===== config.mk =====
export PLATFORM = sky130hd
export DESIGN_NAME = rx_idle_timeout
export DESIGN_NICKNAME = d
export VERILOG_FILES = /design/src/rtl/idle_pkg.sv /design/src/rtl/idle_rst_sync.sv /design/src/rtl/idle_timer.sv /design/src/rtl/idle_episode.sv /design/src/rtl/idle_req.sv /design/src/rtl/rx_idle_timeout.sv
export SDC_FILE = /design/constraint.sdc
export NUM_CORES = 1
export LEC_CHECK = 0
export CORE_MARGIN = 2
export CORE_UTILIZATION = 46
export DETAILED_ROUTE_END_ITERATION = 12
export PLACE_DENSITY = 0.85
export RECOVER_POWER = 25
export SLEW_MARGIN = 10
export SYNTH_ARGS = -nofsm -noshare
export SYNTH_HDL_FRONTEND = slang
export SYNTH_HIERARCHICAL = 1
export SYNTH_SLANG_ARGS = --single-unit
export TNS_END_PERCENT = 100

===== constraint.sdc =====
create_clock -name clk -period 1 [get_ports clk]
set_clock_uncertainty 0.15 [all_clocks]
set_input_delay 0.25 -clock clk [delete_from_list [all_inputs] [get_ports clk]]
set_output_delay 0.25 -clock clk [all_outputs]
set_load 0.01 [all_outputs]

===== src/rtl/idle_pkg.sv =====
package idle_pkg;
  localparam int unsigned STAT_W      = 3;
  localparam logic [STAT_W-1:0] ST_NONE     = 3'b000;
  localparam logic [STAT_W-1:0] ST_IDLE_TMO = 3'b100;
endpackage


===== src/rtl/idle_rst_sync.sv =====
module idle_rst_sync #(
  parameter int unsigned STAGES = 2
) (
  input  logic clk,
  input  logic rst_n,
  output logic rst_sync_n
);
  logic [STAGES-1:0] sync_q;

  always_ff @(posedge clk or negedge rst_n) begin
    if (!rst_n) sync_q <= '0;
    else        sync_q <= {sync_q[STAGES-2:0], 1'b1};
  end

  assign rst_sync_n = sync_q[STAGES-1];
endmodule


===== src/rtl/idle_timer.sv =====
module idle_timer #(
  parameter int unsigned CNT_W = 8
) (
  input  logic             clk,
  input  logic             rst_n,
  input  logic             tick,
  input  logic             wr_pulse,
  input  logic             rd_pulse,
  input  logic             rd_is_exc,
  input  logic [CNT_W-1:0] reload,
  output logic             expire
);
  localparam logic [CNT_W-1:0] ONE = CNT_W'(1);

  logic [CNT_W-1:0] cnt_q, cnt_d;
  logic             run_q, run_d;
  logic             upd_en;
  logic             last_step;

  assign last_step = (cnt_q == '0) || (cnt_q == ONE);
  assign upd_en    = tick | wr_pulse | rd_pulse;

  always_comb begin
    cnt_d  = cnt_q;
    run_d  = run_q;
    expire = 1'b0;
    if (rd_pulse && rd_is_exc) begin
      run_d = 1'b0;
    end else if (wr_pulse || rd_pulse) begin
      cnt_d = reload;
      run_d = 1'b1;
    end else if (run_q && tick) begin
      if (last_step) begin
        expire = 1'b1;
        run_d  = 1'b0;
        cnt_d  = '0;
      end else begin
        cnt_d = cnt_q - ONE;
      end
    end
  end

  always_ff @(posedge clk or negedge rst_n) begin
    if (!rst_n) begin
      cnt_q <= '0;
      run_q <= 1'b0;
    end else if (upd_en) begin
      cnt_q <= cnt_d;
      run_q <= run_d;
    end
  end

  AST_EXC_HALTS: assert property (@(posedge clk) disable iff (!rst_n)
    (rd_pulse && rd_is_exc) |=> !run_q) else $error("exception read left timer running");
  AST_EXPIRE_STOPS: assert property (@(posedge clk) disable iff (!rst_n)
    expire |=> (!run_q && cnt_q == '0)) else $error("timer kept running after expiry");
  AST_LOAD_RUNS: assert property (@(posedge clk) disable iff (!rst_n)
    (wr_pulse && !(rd_pulse && rd_is_exc)) |=> (run_q && cnt_q == $past(reload))) else $error("write did not load timer");
endmodule


===== src/rtl/idle_episode.sv =====
module idle_episode (
  input  logic clk,
  input  logic rst_n,
  input  logic expire,
  input  logic fifo_empty,
  input  logic enable,
  input  logic wr_pulse,
  output logic post
);
  logic fired_q, fired_d;

  assign post = expire & fifo_empty & enable & ~fired_q;

  always_comb begin
    fired_d = fired_q;
    if (wr_pulse)  fired_d = 1'b0;
    else if (post) fired_d = 1'b1;
  end

  always_ff @(posedge clk or negedge rst_n) begin
    if (!rst_n) fired_q <= 1'b0;
    else        fired_q <= fired_d;
  end

  AST_ONE_SHOT: assert property (@(posedge clk) disable iff (!rst_n)
    post |=> (fired_q || $past(wr_pulse))) else $error("post did not arm one-shot");
  AST_POST_EMPTY: assert property (@(posedge clk) disable iff (!rst_n)
    post |-> (fifo_empty && enable)) else $error("post without empty FIFO or enable");
endmodule


===== src/rtl/idle_req.sv =====
module idle_req
  import idle_pkg::*;
(
  input  logic              clk,
  input  logic              rst_n,
  input  logic              post,
  input  logic              enable,
  input  logic              ack,
  output logic              req,
  output logic [STAT_W-1:0] req_status
);
  logic req_q, req_d;

  always_comb begin
    req_d = req_q;
    if (post)                 req_d = 1'b1;
    else if (!enable || ack)  req_d = 1'b0;
  end

  always_ff @(posedge clk or negedge rst_n) begin
    if (!rst_n) req_q <= 1'b0;
    else        req_q <= req_d;
  end

  assign req        = req_q;
  assign req_status = req_q ? ST_IDLE_TMO : ST_NONE;

  AST_ACK_DROPS: assert property (@(posedge clk) disable iff (!rst_n)
    (ack && !post) |=> !req_q) else $error("ack did not drop request");
  AST_DISABLE_DROPS: assert property (@(posedge clk) disable iff (!rst_n)
    !enable |=> !req_q) else $error("request survived disable");
  AST_HOLD: assert property (@(posedge clk) disable iff (!rst_n)
    (req_q && !ack && enable) |=> req_q) else $error("request dropped without ack");
endmodule


===== src/rtl/rx_idle_timeout.sv =====
module rx_idle_timeout
  import idle_pkg::*;
#(
  parameter int unsigned CNT_W = 8
) (
  input  logic              clk,
  input  logic              rst_n,
  input  logic              tick,
  input  logic              fifo_empty,
  input  logic              wr_pulse,
  input  logic              rd_pulse,
  input  logic              rd_is_exc,
  input  logic              enable,
  input  logic [CNT_W-1:0]  reload,
  input  logic              ack,
  output logic              req,
  output logic [STAT_W-1:0] req_status
);
  logic rst_sync_n;
  logic expire;
  logic post;

  idle_rst_sync #(.STAGES(2)) u_rst (
    .clk        (clk),
    .rst_n      (rst_n),
    .rst_sync_n (rst_sync_n)
  );

  idle_timer #(.CNT_W(CNT_W)) u_timer (
    .clk       (clk),
    .rst_n     (rst_sync_n),
    .tick      (tick),
    .wr_pulse  (wr_pulse),
    .rd_pulse  (rd_pulse),
    .rd_is_exc (rd_is_exc),
    .reload    (reload),
    .expire    (expire)
  );

  idle_episode u_episode (
    .clk        (clk),
    .rst_n      (rst_sync_n),
    .expire     (expire),
    .fifo_empty (fifo_empty),
    .enable     (enable),
    .wr_pulse   (wr_pulse),
    .post       (post)
  );

  idle_req u_req (
    .clk        (clk),
    .rst_n      (rst_sync_n),
    .post       (post),
    .enable     (enable),
    .ack        (ack),
    .req        (req),
    .req_status (req_status)
  );

  AST_STATUS_MATCH: assert property (@(posedge clk) disable iff (!rst_sync_n)
    req |-> (req_status == ST_IDLE_TMO)) else $error("status code wrong while pending");
  AST_ROSE_EMPTY: assert property (@(posedge clk) disable iff (!rst_sync_n)
    $rose(req) |-> ($past(fifo_empty) && $past(enable))) else $error("request rose without empty FIFO");
endmodule


==> results.md, run 1 <==
* Status: finished, violations left
* Violated checks: setup timing
* Min cycle time layout at 1.90 ns
* Clock sinks at 13
* Static leakage at 0.614 nW
* Fin Hold WS at about 0.05 ns
* RSZ-0062 raised after global routing: yes
* Gate Count Post-Synth at a little under 90
* CTS root buffer: clkbuf_4
* Area grow syn2layout at 73.6%
* Worst Setup End Kind: flip-flop
* Initial DRT Pass Iterations at 4
* Clock latency on the worst-skew pair at 0.28 ns
* Avg WL per Cell at between 15 and 20 um
* Routed wire length at 2510 um
* Final setup viols at 13
* CTS buffer count at 3
* Antenna Nets Post-Route at 0
* Ys Warns at 6
* Largest stage delay on the critical path at just under 0.5 ns
* DIE WIDTH at approximately 46 um
* Area leader, netlist: dfrtp_1
* Largest net degree at the start of global routing at 13
* EDFF count, synth at 0
* Top cells by area, synth: dfrtp_1, ha_1, a21oi_1, o21ai_0, nor2_1
* Vias in the first global route at 846
* Clock transition at path regs at 0.08 ns
* Crit path max fanout at 3
* Tot GR Track Use at 0.241
* Initial antenna violation count at 0
* Dpl hpwl at 1610 um
* PortBufs at 18
* Fmax at 0.528 GHz
* Die height at 45.6 um
* Max cap viols at 0
* Power Density at 1240 nW/um^2
* Core Rows at 15
* Critical path, cell by cell: inv_2 -> ha_4 -> o21ba_4 -> a31o_4 -> or4b_1 -> nand3_1
* CTS tree: done
* Placer Congestion at between 0.8 and 0.9
* Core Area at 1670 sq um
* Sequential fraction of the synthesis area at 0.409
* Fin crit share at 1.90
* Vias per std cell at 5.53
* CP Launch Type: flip-flop
* Top delay family on crit path: simple AND/OR/NAND/NOR gates
* Slew Viols, Final at 0
* Worst EP required at 1.07 ns
* Critical path class: flip-flop to flip-flop
* H-Tree Depth at 1
* Prevailing post-synth register cell: dfrtp_1
* Synth top area share at 0.409
* Synth Area per Inst at approximately 9.0 sq um
* Max Root-Sink Buffers at 2
* Mapped Area at 796 sq um
* Count of cell types in the netlist at 36
* Seq cells post-synth at 13
* Final worst slack at -0.895 ns
* Critical-path top delay cell: or4b_1
* Final hold vios at 0
* Count leader, synth: dfrtp_1
* # IOs at 21
* Hold Path Class: flip-flop to asynchronous set/reset pin
* Synth cell count leaders: dfrtp_1, nor2_1, a21oi_1, nand2_1, o21ai_0
* DRC violations left at 0
* Peak supply drop at 0.000937 V
* Asr flop ratio synth at 1.00
* CP bufs+invs at 1
* Final nets at 162
* N_diodes at 0
* Overflow after GRT at 0
* Initial core utilization at 0.476
* DRT iter0 DRCs at 25
* DP Worst Slack at -0.965 ns
* Share of cells above drive strength 1 at 0.461
* Die area at 2080 sq um
* Via Count at ~870
* Worst Path Arrival at 1.96 ns
* First-pass GRT wire length at 3600 um
==> area by class of cell <==
class                           instances  area [sq um]
Clock buffer                            4          26.3
Inverter                                3          11.3
Timing Repair Buffer                   53           450
Multi-Input combinational cell         68           546
Tap cell                               17          21.3
Fill cell                              99           289
Sequential cell                        13           327
==> layer usage <==
metal | wire [um] | vias to the layer above | share of wire | global-route usage
met5 | 0 | - | 0 | 0
met3 | 71 | 4 | 0.028 | 0.0397
met1 | 1090 | 435 | 0.43 | 0.303
li1 | - | 417 | - | -
met4 | 22 | 0 | 0.0088 | 0.0647
met2 | 1330 | 17 | 0.53 | 0.423
==> placed cells by master, fill, tap and decap left out, types with 2 or more instances in the layout <==
cell	n
o21ai_0	5
a21oi_2	3
a21oi_1	5
buf_4	30
nor2_1	6
inv_2	2
conb_1	3
nand3_1	2
dfrtp_1	12
o21ai_1	2
nor2_2	3
clkdlybuf4s50_1	16
and3_1	2
nand3_2	2
ha_4	2
buf_6	4
a2bb2oi_2	3
a31oi_1	2
nand2_1	6
clkbuf_4	3
==> worst paths after layout <==
path | from | endpoint | slack, ns | depth (start not counted)
worst min-delay path | u_rst/sync_q[1] | u_timer/cnt_q[7] | 0.05 | 1
worst min register to register | u_rst/sync_q[1] | u_timer/cnt_q[7] | 0.05 | 1
min in group clk | u_rst/sync_q[0] | u_rst/sync_q[1] | 0.20 | 0
max in group asynchronous | rst_n | u_rst/sync_q[1] | 0.07 | 2
worst max register to register | u_timer/cnt_q[1] | u_timer/cnt_q[3] | -0.90 | 6
worst max-delay path | u_timer/cnt_q[1] | u_timer/cnt_q[3] | -0.90 | 6
==> state kept, by name, indices dropped and copies added, names as in the netlist <==
name               flops
u_timer/cnt_q          8
u_timer/run_q          1
u_req/req              1
u_episode/fired_q      1
u_rst/sync_q           2
==> cell families (layout without fill, tap and decap cells) <==
kind of cell / after synthesis / count (layout) / share of synthesized area
buffers and inverters: 8 / 60 / 0.0613
adders and majority gates: 3 / 3 / 0.0472
AOI/OAI and AO/OA: 29 / 29 / 0.256
DFF: 13 / 13 / 0.409
and+or+nand+nor: 33 / 33 / 0.217
other: 2 / 3 / 0.00944
==> report_power, final <==
part	internal [mW]	switching (mW)	total (mW)	leakage, nW
Sequential	0.588	0.0664	0.655	0.154
Combinational	0.413	0.310	0.724	0.444
Clock	0.155	0.174	0.329	0.0150
==> stage by stage <==
stage / TNS (ns) / cell area, sq um / util / total power [mW] / instances
after floorplan: -5.59 / 821 / - / 0.889 / 89
after global placement: -9.56 / 1200 / 0.720 / 1.17 / 148
after detailed placement: -9.98 / 1200 / 0.720 / 1.20 / 148
after CTS: -8.04 / 1270 / 0.763 / 1.56 / 156
after global routing: -8.82 / 1380 / 0.827 / 1.79 / 158
final: -8.53 / 1380 / 0.827 / 1.71 / 158
==> repair_timing <==
action,CTS,global route
hold buffers,1,0
gates resized for setup,16,19
hold endpoints to repair,2,0
setup endpoints to repair,13,13
gates cloned,0,0
buffers inserted,3,3
pin swaps,5,8
(Power assumes the default switching activity.)
==> run 2: changes to the inputs <==
- PLACE_DENSITY: 0.85 -> 0.86
==> run 2 against run 1 <==
The run still ends with setup timing left; count of clock-buffer cells in the layout is 1 lower; worst hold slack improved by 0.031 ns; final cell count grew 3.2%; first-iteration DRC count grew 120%; core utilization up 3.3 points; sequential cell count unchanged.
==> results.md, run 2 (synthesized netlist as in run 1, its figures left out) <==
* Status: finished, violations left
* Violated checks: setup timing
* Routed wire length at 2920 um
* Fin crit share at 1.91
* Critical path, cell by cell: inv_2 -> ha_4 -> o21ba_4 -> a31o_4 -> or4b_4 -> nand3_2
* CP bufs+invs at 1
* Power Density at 1220 nW/um^2
* Antenna Nets Post-Route at 0
* RSZ-0062 raised after global routing: yes
* Critical-path top delay cell: or4b_4
* Max cap viols at 0
* First-pass GRT wire length at roughly 4000 um
* Fin util at 0.860
* Top reg by flops: u_timer/cnt_q
* DRT iter0 DRCs at 56
* Fmax at 0.525 GHz
* Top delay family on crit path: simple AND/OR/NAND/NOR gates
* Most frequent cells in the layout: buf_4, clkdlybuf4s50_1, dfrtp_1
* Slew Viols, Final at 0
* Critical path endpoint: u_timer/cnt_q[3]
* Biggest regs: u_timer/cnt_q (8), u_rst/sync_q (2)
* Peak supply drop at 0.00110 V
* Overflow after GRT at 0
* N_diodes at 0
* Initial DRT Pass Iterations at 4
* PortBufs at 18
* Clock sinks at 13
* Total Power at around 1.8 mW
* Die height at 45.6 um
* Tot GR Track Use at 0.281
* CP Launch Type: flip-flop
* Critical path class: flip-flop to flip-flop
* Worst Path Arrival at 1.98 ns
* Placed inst area at 1210 sq um
* Critical path depth at 6
* DIE WIDTH at 45.6 um
* Initial core utilization at 0.476
* Design Area, Final at between 1000 and 1500 sq um
* Final setup viols at 13
* H-Tree Depth at 1
* Hold Path Class: flip-flop to asynchronous set/reset pin
* Max Root-Sink Buffers at 2
* Largest net degree at the start of global routing at 12
* Vias in the first global route at 910
* Share of cells above drive strength 1 at 0.479
* Worst EP required at 1.08 ns
* Final nets at 167
* Vias per std cell at 5.58
* # IOs at 21
* Avg WL per Cell at 17.9 um
* Core Area at 1670 sq um
* Worst Setup End Kind: flip-flop
* Core Rows at 15
* R2r worst-path depth at 6
* R2R setup slack at -0.91 ns
* DRC violations left at 0
* Final worst slack at -0.906 ns
* CTS root buffer: clkbuf_4
* Max reg flops at 8
* Placer Congestion at around 0.86
* Fin Hold WS at 0.0815 ns
* Dpl hpwl at 1490 um
* CTS tree: done
* Via Count at 910
* CTS buffer count at 3
* Reg-to-Reg End: u_timer/cnt_q[3]
* Initial antenna violation count at 0
* Die area at 2080 sq um
* Static leakage at 0.645 nW
* Most common cell after layout, fill and taps aside: buf_4
* Min cycle time layout at 1.91 ns
* Critical R2R Launch: u_timer/cnt_q[0]
* Area grow syn2layout at 80.5%
* Crit path max fanout at 3
* CP Launch Point: u_timer/cnt_q[0]
* Clock transition at path regs at 0.09 ns
* Largest stage delay on the critical path at 0.51 ns
* Clock latency on the worst-skew pair at 0.28 ns
* Final hold vios at 0
## run 2: cell types whose count changed in the layout (fill, tap and decap cells not counted), moves of 2 or more
cell	before	now
a21oi_2	3	0
a2bb2oi_2	3	1
a21oi_1	5	7
buf_4	30	34
a2bb2oi_1	0	2
## run 2: repair_timing
| action | CTS | global route |
|---|---|---|
| endpoints found under the setup margin | 13 | 13 |
| pin swaps | 7 | 7 |
| hold endpoints to repair | 2 | 0 |
| gates resized for setup | 26 | 13 |
| setup buffers | 7 | 4 |
| hold buffers | 1 | 0 |
## run 2: routing by layer
layer / global-route usage / share of wire
met1: 0.340 / 0.46
met2: 0.501 / 0.50
met3: 0.0278 / 0.033
met4: 0.112 / 0.0041
met5: 0 / 0
## run 2: worst min path at each step
stage,startpoint,to,slack (ns),depth (start not counted)
6_report,u_rst/sync_q[1],u_req/req,0.08,1
5_1_grt,u_rst/sync_q[1],u_episode/fired_q,0.12,1
4_1_cts,u_rst/sync_q[1],u_timer/run_q,0.02,1
3_5_place_dp,u_rst/sync_q[1],u_timer/run_q,0.01,1
3_3_place_gp,u_rst/sync_q[1],u_timer/run_q,0.007,1
2_1_floorplan,rst_n,u_rst/sync_q[0],-0.20,0
## run 2: power by group
part | switching, mW | leakage [nW] | internal, mW
clock | 0.196 | 0.0177 | 0.148
combinational | 0.340 | 0.472 | 0.430
sequential | 0.0570 | 0.155 | 0.587
## run 2: cell type report
class | instances | area [sq um]
clock inverter | 1 | 5.00
sequential | 13 | 325
inverter | 3 | 11.3
tap | 17 | 21.3
timing repair buffer | 58 | 492
multi-input combinational | 68 | 559
clock buffer | 3 | 22.5
fill | 90 | 234
## run 2: per-stage QoR
stage	TNS, ns	cells	setup WS, ns
after global routing	-9.53	163	-0.924
after detailed placement	-9.87	149	-0.979
after global placement	-9.63	149	-0.938
final	-8.98	163	-0.906
after CTS	-8.49	161	-0.848
after floorplan	-5.59	89	-0.818
